===== src/rtl/pmu_pkg.sv =====
package pmu_pkg;
  localparam int unsigned PMU_ADDR_W = 4;
  localparam int unsigned PMU_DATA_W = 8;

  typedef enum logic [1:0] {
    SRC_NONE = 2'd0,
    SRC_BUS  = 2'd1,
    SRC_SW   = 2'd2
  } wr_src_e;

  // Location used by the store: switches in test mode, register otherwise.
  function automatic logic [PMU_ADDR_W-1:0] pick_addr(
    input logic                  use_sw,
    input logic [PMU_ADDR_W-1:0] sw,
    input logic [PMU_ADDR_W-1:0] held
  );
    return use_sw ? sw : held;
  endfunction

  // Write source: manual mode owns the store, bus writes only outside it.
  function automatic wr_src_e pick_src(
    input logic manual,
    input logic press,
    input logic bus_wr
  );
    if (manual) return press ? SRC_SW : SRC_NONE;
    return bus_wr ? SRC_BUS : SRC_NONE;
  endfunction
endpackage


===== src/rtl/pmu_addr_reg.sv =====
module pmu_addr_reg #(
  parameter int unsigned ADDR_W = 4
) (
  input  logic              clk,
  input  logic              rst_n,
  input  logic              load,
  input  logic [ADDR_W-1:0] d,
  output logic [ADDR_W-1:0] q
);
  always_ff @(posedge clk) begin
    if (!rst_n)    q <= '0;
    else if (load) q <= d;
  end
endmodule


===== src/rtl/pmu_press_detect.sv =====
module pmu_press_detect #(
  parameter int unsigned SYNC_STAGES = 2
) (
  input  logic clk,
  input  logic rst_n,
  input  logic btn,
  output logic pulse
);
  logic [SYNC_STAGES-1:0] chain;
  logic                   last;

  always_ff @(posedge clk) begin
    if (!rst_n) begin
      chain <= '0;
      last  <= 1'b0;
    end else begin
      chain <= {chain[SYNC_STAGES-2:0], btn};
      last  <= chain[SYNC_STAGES-1];
    end
  end

  assign pulse = chain[SYNC_STAGES-1] & ~last;
endmodule


===== src/rtl/pmu_store.sv =====
module pmu_store #(
  parameter int unsigned ADDR_W = 4,
  parameter int unsigned DATA_W = 8
) (
  input  logic              clk,
  input  logic              rst_n,
  input  logic              we,
  input  logic [ADDR_W-1:0] addr,
  input  logic [DATA_W-1:0] wdata,
  output logic [DATA_W-1:0] rdata
);
  localparam int unsigned DEPTH = 1 << ADDR_W;

  logic [DATA_W-1:0] cells [DEPTH];

  for (genvar g = 0; g < DEPTH; g++) begin : g_cell
    always_ff @(posedge clk) begin
      if (!rst_n)                                   cells[g] <= '0;
      else if (we && addr == ADDR_W'(g))            cells[g] <= wdata;
    end
  end

  assign rdata = cells[addr];
endmodule


===== src/rtl/prog_mem_unit.sv =====
module prog_mem_unit #(
  parameter int unsigned ADDR_W = pmu_pkg::PMU_ADDR_W,
  parameter int unsigned DATA_W = pmu_pkg::PMU_DATA_W
) (
  input  logic              clk,
  input  logic              rst_n,
  input  logic [DATA_W-1:0] bus_in,
  output logic [DATA_W-1:0] bus_out,
  output logic              bus_out_en,
  input  logic              addr_load,
  input  logic              mem_in,
  input  logic              mem_out,
  input  logic              test_mode,
  input  logic              prog_mode,
  input  logic [ADDR_W-1:0] sw_addr,
  input  logic [DATA_W-1:0] sw_data,
  input  logic              wr_btn
);
  import pmu_pkg::*;

  logic [ADDR_W-1:0] addr_q;
  logic [ADDR_W-1:0] eff_addr;
  logic              wr_pulse;
  wr_src_e           wr_src;
  logic              wr_en;
  logic [DATA_W-1:0] wr_data;
  logic [DATA_W-1:0] rd_data;

  pmu_addr_reg #(.ADDR_W(ADDR_W)) i_addr (
    .clk  (clk),
    .rst_n(rst_n),
    .load (addr_load),
    .d    (bus_in[ADDR_W-1:0]),
    .q    (addr_q)
  );

  pmu_press_detect #(.SYNC_STAGES(2)) i_press (
    .clk  (clk),
    .rst_n(rst_n),
    .btn  (wr_btn),
    .pulse(wr_pulse)
  );

  always_comb begin
    eff_addr = pick_addr(test_mode, sw_addr, addr_q);
    wr_src   = pick_src(prog_mode, wr_pulse, mem_in);
    wr_en    = (wr_src != SRC_NONE);
    wr_data  = (wr_src == SRC_SW) ? sw_data : bus_in;
  end

  pmu_store #(.ADDR_W(ADDR_W), .DATA_W(DATA_W)) i_store (
    .clk  (clk),
    .rst_n(rst_n),
    .we   (wr_en),
    .addr (eff_addr),
    .wdata(wr_data),
    .rdata(rd_data)
  );

  assign bus_out_en = mem_out;
  assign bus_out    = mem_out ? rd_data : '0;
endmodule


===== config.mk =====
export PLATFORM = sky130hd
export DESIGN_NAME = prog_mem_unit
export DESIGN_NICKNAME = d
export VERILOG_FILES = /design/src/rtl/pmu_pkg.sv /design/src/rtl/pmu_addr_reg.sv /design/src/rtl/pmu_press_detect.sv /design/src/rtl/pmu_store.sv /design/src/rtl/prog_mem_unit.sv
export SDC_FILE = /design/constraint.sdc
export NUM_CORES = 1
export LEC_CHECK = 0
export ABC_CLOCK_PERIOD_IN_PS = 6600
export BUFFER_PORTS_ARGS = -buffer_cell sky130_fd_sc_hd__buf_2
export CAP_MARGIN = 20
export CORE_ASPECT_RATIO = 1.1
export CORE_MARGIN = 4
export CORE_UTILIZATION = 60
export DETAILED_ROUTE_END_ITERATION = 6
export GPL_ROUTABILITY_DRIVEN = 0
export GPL_TIMING_DRIVEN = 0
export PLACE_DENSITY_LB_ADDON = 0.3
export SETUP_SLACK_MARGIN = 0.15
export SLEW_MARGIN = 20
export SYNTH_ARGS = -nofsm -noshare
export SYNTH_HDL_FRONTEND = slang
export SYNTH_HIERARCHICAL = 1
export SYNTH_SLANG_ARGS = --single-unit

===== constraint.sdc =====
create_clock -name clk -period 6.6 [get_ports clk]
set_input_delay 0.66 -clock clk [delete_from_list [all_inputs] [get_ports clk]]
set_output_delay 0.66 -clock clk [all_outputs]
set_load 0.05 [all_outputs]

==> results of run 1 <==
==> critical path, stage by stage <==
cell and delay, ps:
buf_2 130, mux2_2 230, buf_2 240, clkbuf_1 570, mux4_2 410, a22oi_1 240
nand2_1 120, and2_1 160, buf_2 200
==> cell type report <==
cell class                 instances  area (sq um)  area share (%)
buffer                            27           158            2.12
clock buffer                      18           439            5.92
clock inverter                    14           196            2.65
inverter                           1          3.75          0.0506
multi-input combinational        266          2290            30.8
sequential                       135          3980            53.7
tap                              143           179            2.41
timing repair buffer              35           175            2.36
==> path summary, 6_finish.rpt <==
check / start / to / slack [ps] / cells past startpoint
min: i_press/chain[0]$_SDFF_PN0_ / i_press/chain[1]$_SDFF_PN0_ / 440 / 1
max: test_mode / bus_out[6] / 2960 / 9
max reg2reg: i_addr/q[2]$_SDFFE_PN0P_ / i_store/cells[2][5]$_SDFFCE_PN0P_ / 3830 / 5
min reg2reg: i_press/chain[0]$_SDFF_PN0_ / i_press/chain[1]$_SDFF_PN0_ / 440 / 1
==> registers in the layout (all words and copies together), names as in the netlist <==
signal / count
i_press/chain: 2
i_press/last: 1
i_store/cells: 128
i_addr/q: 4
==> cell families after synthesis <==
kind of cell	synth area share [%]
multiplexers	14.3
buffers and inverters	2.51
AO/OA/AOI/OAI	3.19
AND/OR/NAND/NOR	18.0
flip-flops	61.9
==> layer usage <==
| metal | up-vias | GRT usage, % | routed length (microns) |
|---|---|---|---|
| met3 | 32 | 6.19 | 1380 |
| met5 | - | 0 | 0 |
| met2 | 243 | 42.7 | 7620 |
| met4 | 0 | 12.2 | 587 |
| met1 | 1917 | 32.6 | 5470 |
| li1 | 1703 | - | - |
==> power by group through the flow <==
| stage | logic [W] | clock network, W | registers [W] |
|---|---|---|---|
| after floorplan | 0.000142 | 0 | 0.000994 |
| after global placement | 0.000204 | 0 | 0.000997 |
| after detailed placement | 0.000209 | 0 | 0.000999 |
| after CTS | 0.000211 | 0.00101 | 0.000982 |
| after global routing | 0.000224 | 0.00105 | 0.000984 |
| final | 0.000213 | 0.00101 | 0.000982 |
==> synth_stat cells <==
| cell | n | share of area [%] |
|---|---|---|
| a22oi_1 | 16 | 1.9 |
| and2_1 | 140 | 14 |
| buf_12 | 1 | 0.31 |
| buf_2 | 8 | 0.62 |
| buf_4 | 2 | 0.23 |
| buf_6 | 3 | 0.53 |
| clkbuf_1 | 13 | 0.76 |
| dfxtp_1 | 7 | 2.2 |
| edfxtp_1 | 128 | 60 |
| inv_1 | 1 | 0.058 |
| mux2_2 | 12 | 2.1 |
| mux2i_1 | 4 | 0.62 |
| mux4_1 | 7 | 2.9 |
| mux4_2 | 25 | 8.8 |
| nand2_1 | 14 | 0.82 |
| nand2_4 | 1 | 0.18 |
| nand2b_1 | 1 | 0.097 |
| nand4_1 | 1 | 0.097 |
| nand4b_1 | 2 | 0.27 |
| nor2_1 | 13 | 0.76 |
| nor2b_1 | 6 | 0.58 |
| nor2b_4 | 1 | 0.21 |
| nor4_2 | 1 | 0.19 |
| nor4_4 | 3 | 0.99 |
| o21ai_0 | 17 | 1.3 |
| or2_1 | 1 | 0.097 |
| or2b_1 | 1 | 0.12 |
==> per-stage QoR <==
step           util, %  total power, W
3_5_place_dp      65.0         0.00121
6_report          71.1         0.00220
3_3_place_gp      65.0         0.00120
2_1_floorplan        -         0.00114
5_1_grt           71.1         0.00226
4_1_cts           71.1         0.00220
==> results.yml, run 1 <==
synth:
  ys_seq_elements: 135
  ys_seq_area_share_pct: 61.9
  synth_nets: 457
  syn_area_per_cell_sq_um: 15.0
  ys.warnings.count: 6
  ys_types: 27
  synth_cells: 429
  syn_area_sq_um: 6430
flow_run:
  max-cap-violations: 0
pwr:
  leakagePower_nw: 2.80
  switching_share_pct: 23.0
  pwr-share-comb_pct: 9.7
  seqPwrFrac_pct: 44.6
  vdd_drop_max_mv: 0.212
  pwr-share-clk_pct: 45.7
  switching_power_w: 0.000507
  internal_power_w: 0.00169
  p_per_area_nw_per_um2: 297
die:
  io_pins: 37
  die_w_microns: 107
  start_util_pct: 61.6
  rows: 39
  die-height_microns: 117
  die_area_sq_um: 12400
  core-area_sq_um: 10400
cts:
  clock_path_buffers: 2
  cts_resized: 0
  cts_buffers: 17
  clk_root_buffer_cell: "clkbuf_16"
  clk_pin_slew_worst_paths_ps: 60
  insertion_delay_ps: 420
  h-tree-depth: 4
  cts_hold_buf: 0
  post-cts-setup-buffers: 0
  cts_tree: "done"
  cts.sinks: 135
place:
  io_buffers: 35
  dpl_cell_area_sq_um: 6790
  dp_hpwl_microns: 9790
  dp_cells: 607
  pre_cts_slack_ps: 2970
global_route:
  grt_pass1_vias: 3900
  grt_pass1_wl_microns: 22400
  antenna_found_initial: 0
  gr-total-overflow: 0
  track_usage_pct: 25.8
  grt_max_degree: 17
setup_path:
  crit_type: "primary input to output port"
  startpoint_type: "primary input"
  cp.required_ps: 5940
  endpoint_kind: "output port"
  arrival_ps: 2980
  crit_fanout: 10
routing:
  drt.antenna.violating_nets: 0
  vias: 3895
  via_per_inst: 6.10
  postRouteWirelength_microns: 15100
  drt-initial-drc-count: 479
  drc: 0
  first_pass_iters: 6
  wire_per_inst_microns: 23.6
cells_and_area:
  area_delta_synth_final_pct: 15.4
  final_common_cell: "and2_1"
  fillers: 678
  final_cell_mix: "and2_1 (140), edfxtp_1 (128), buf_2 (43)"
  stdcell_area_sq_um: 7420
  nets: 511
  stdcell_count: 639
  drive_above_1_share_pct: 25.0
  antennaDiodeCount: 0
status:
  status: "finished clean"
sta:
  fin_crit_sh_pct: 55.1
  finalMaxSlewViolations: 0
  fmax_mhz: 275
  clock_skew_ps: 6.60
  setup_slack_ps: 2960
  setup_tns_ps: 0
  hold_viol: 0
  worst_pin_slew_ps: 945
  hold_ws_ps: 441
  rsz0062_at_grt: "no"
  period_needed_ps: 3640
  slew_headroom_pct: 36.6
  finalSetupViolations: 0
min_path:
  hold_class: "flip-flop to flip-flop"
Note: power is estimated with default switching activity, not from simulation.
==> run 2, diff against run 1 <==
Settings changed: ABC_CLOCK_PERIOD_IN_PS 6600 to 3200, CORE_UTILIZATION 60 to 55.
Clock period 6.6 ns to 3.2 ns, I/O delays scaled along.
==> run 2 against run 1 <==
- sequential share of layout area decreased by 0.13 points
- die area increased by 8.4%
- core utilization decreased by 6.0 points
- sequential cell count unchanged
- hold slack got worse by 330 ps
- register-to-register slack got worse by 3300 ps
==> results.yml, run 2 (synthesized netlist as in run 1, its figures left out) <==
status:
  status: "finished clean"
setup_path:
  cp.required_ps: 2880
  crit_chain: "mux2_2 -> buf_2 -> buf_2 -> mux4_1 -> a22oi_1 -> nand2_1 -> and2_1 -> buf_2"
  crit_family: "buffers and inverters"
  arrival_ps: 2630
  crit_fanout: 10
  r2r_start: "i_addr/q[2]$_SDFFE_PN0P_"
  crit_path_max_incr_delay_ps: 390
  crit_type: "flip-flop to output port"
  startpoint: "i_addr/q[1]$_SDFFE_PN0P_"
  startpoint_type: "flip-flop"
  endpoint_kind: "output port"
  crit_slowest_cell: "mux4_1"
  worst-path-buf-inv: 3
  cp_common_cell: "buf_2"
die:
  die_w_microns: 111
  rows: 41
  io_pins: 37
  die_area_sq_um: 13500
  core-area_sq_um: 11400
  die-height_microns: 121
  start_util_pct: 56.2
sta:
  finalSetupViolations: 0
  rsz0062_at_grt: "no"
  clock_skew_ps: 14.1
  finalMaxSlewViolations: 0
  setup_tns_ps: 0
  hold_viol: 0
  period_needed_ps: 2950
  fmax_mhz: 339
  worst_pin_slew_ps: 900
  fin_crit_sh_pct: 92.1
  slew_headroom_pct: 39.6
cells_and_area:
  drive_above_1_share_pct: 24.4
  max_flop_register: "i_store/cells"
  largest_reg_flops: 128
  register_area_sq_um: 3980
  top_regs: "i_store/cells x128, i_addr/q x4, i_press/chain x2"
  fillers: 780
  stdcell_area_sq_um: 7440
  final_common_cell: "and2_1"
  antennaDiodeCount: 0
  area_delta_synth_final_pct: 15.7
  multi_input_area_sq_um: 2290
  final_cell_mix: "and2_1 (140), edfxtp_1 (128), buf_2 (43)"
  nets: 511
cts:
  clk_pin_slew_worst_paths_ps: 60
  h-tree-depth: 4
  cts_buffers: 17
  post-cts-setup-buffers: 0
  insertion_delay_ps: 420
  clk_root_buffer_cell: "clkbuf_16"
  clock_path_buffers: 2
  cts_tree: "done"
  cts.sinks: 135
min_path:
  hold_class: "primary input to flip-flop"
  worstHoldStart: "wr_btn"
global_route:
  gr-total-overflow: 0
  grt_max_degree: 17
  grt_pass1_wl_microns: 22600
  grt_pass1_vias: 3914
  track_usage_pct: 23.4
  antenna_found_initial: 0
routing:
  via_per_inst: 5.86
  first_pass_iters: 5
  drt.antenna.violating_nets: 0
  wire_per_inst_microns: 22.7
  postRouteWirelength_microns: 14700
  vias: 3783
  drc: 0
  drt-initial-drc-count: 457
place:
  dpl_cell_area_sq_um: 6800
  io_buffers: 35
  dp_hpwl_microns: 9930
pwr:
  vdd_drop_max_mv: 0.323
  p_per_area_nw_per_um2: 610
  leakagePower_nw: 2.80
flow_run:
  max-cap-violations: 0
-- run 2: path summary, 6_finish.rpt --
kind | cells after the start | to | slack (ps)
max | 8 | bus_out[1] | 250
min | 2 | i_press/chain[0]$_SDFF_PN0_ | 110
max reg2reg | 5 | i_store/cells[2][2]$_SDFFCE_PN0P_ | 500
min reg2reg | 1 | i_press/chain[1]$_SDFF_PN0_ | 440
-- run 2: cell type report --
type	instances	area share [%]
inverters	1	0.0505
plain buffers	27	2.19
flip-flops and latches	135	53.5
clock inverters	14	2.76
clock buffers	18	5.77
multi-input cells	266	30.8
repair buffers	35	2.35
well taps	150	2.52
-- run 2: where the power goes --
part	internal [W]	switching, W	leakage [nW]
combinational	0.000160	0.000277	1.12
sequential	0.00201	0.0000197	1.39
clock	0.00137	0.000700	0.297
total	0.00354	0.000997	2.80
-- run 2: timing repair --
action / CTS / global route
hold buffers: 0 / 0
endpoints found under the setup margin: 1 / 2
gates resized for setup: 1 / 2
-- run 2: metrics by stage --
step	instances	total power [W]	util [%]	hold slack, ps	setup WS, ps
6_report	646	0.00454	65.0	114	251
5_1_grt	646	0.00469	65.0	118	150
4_1_cts	646	0.00456	65.0	106	260
3_5_place_dp	614	0.00249	59.4	426	339
3_3_place_gp	614	0.00248	59.4	415	90.5
2_1_floorplan	429	0.00234	-	406	831
-- run 2: per-layer routing --
layer  wire [microns]  part of all wire (%)  global-route usage (%)
met1             5580                    38                    28.7
met2             7770                    53                    40.1
met3              975                   6.6                    6.53
met4              362                   2.5                    8.21
met5                0                     0                       0
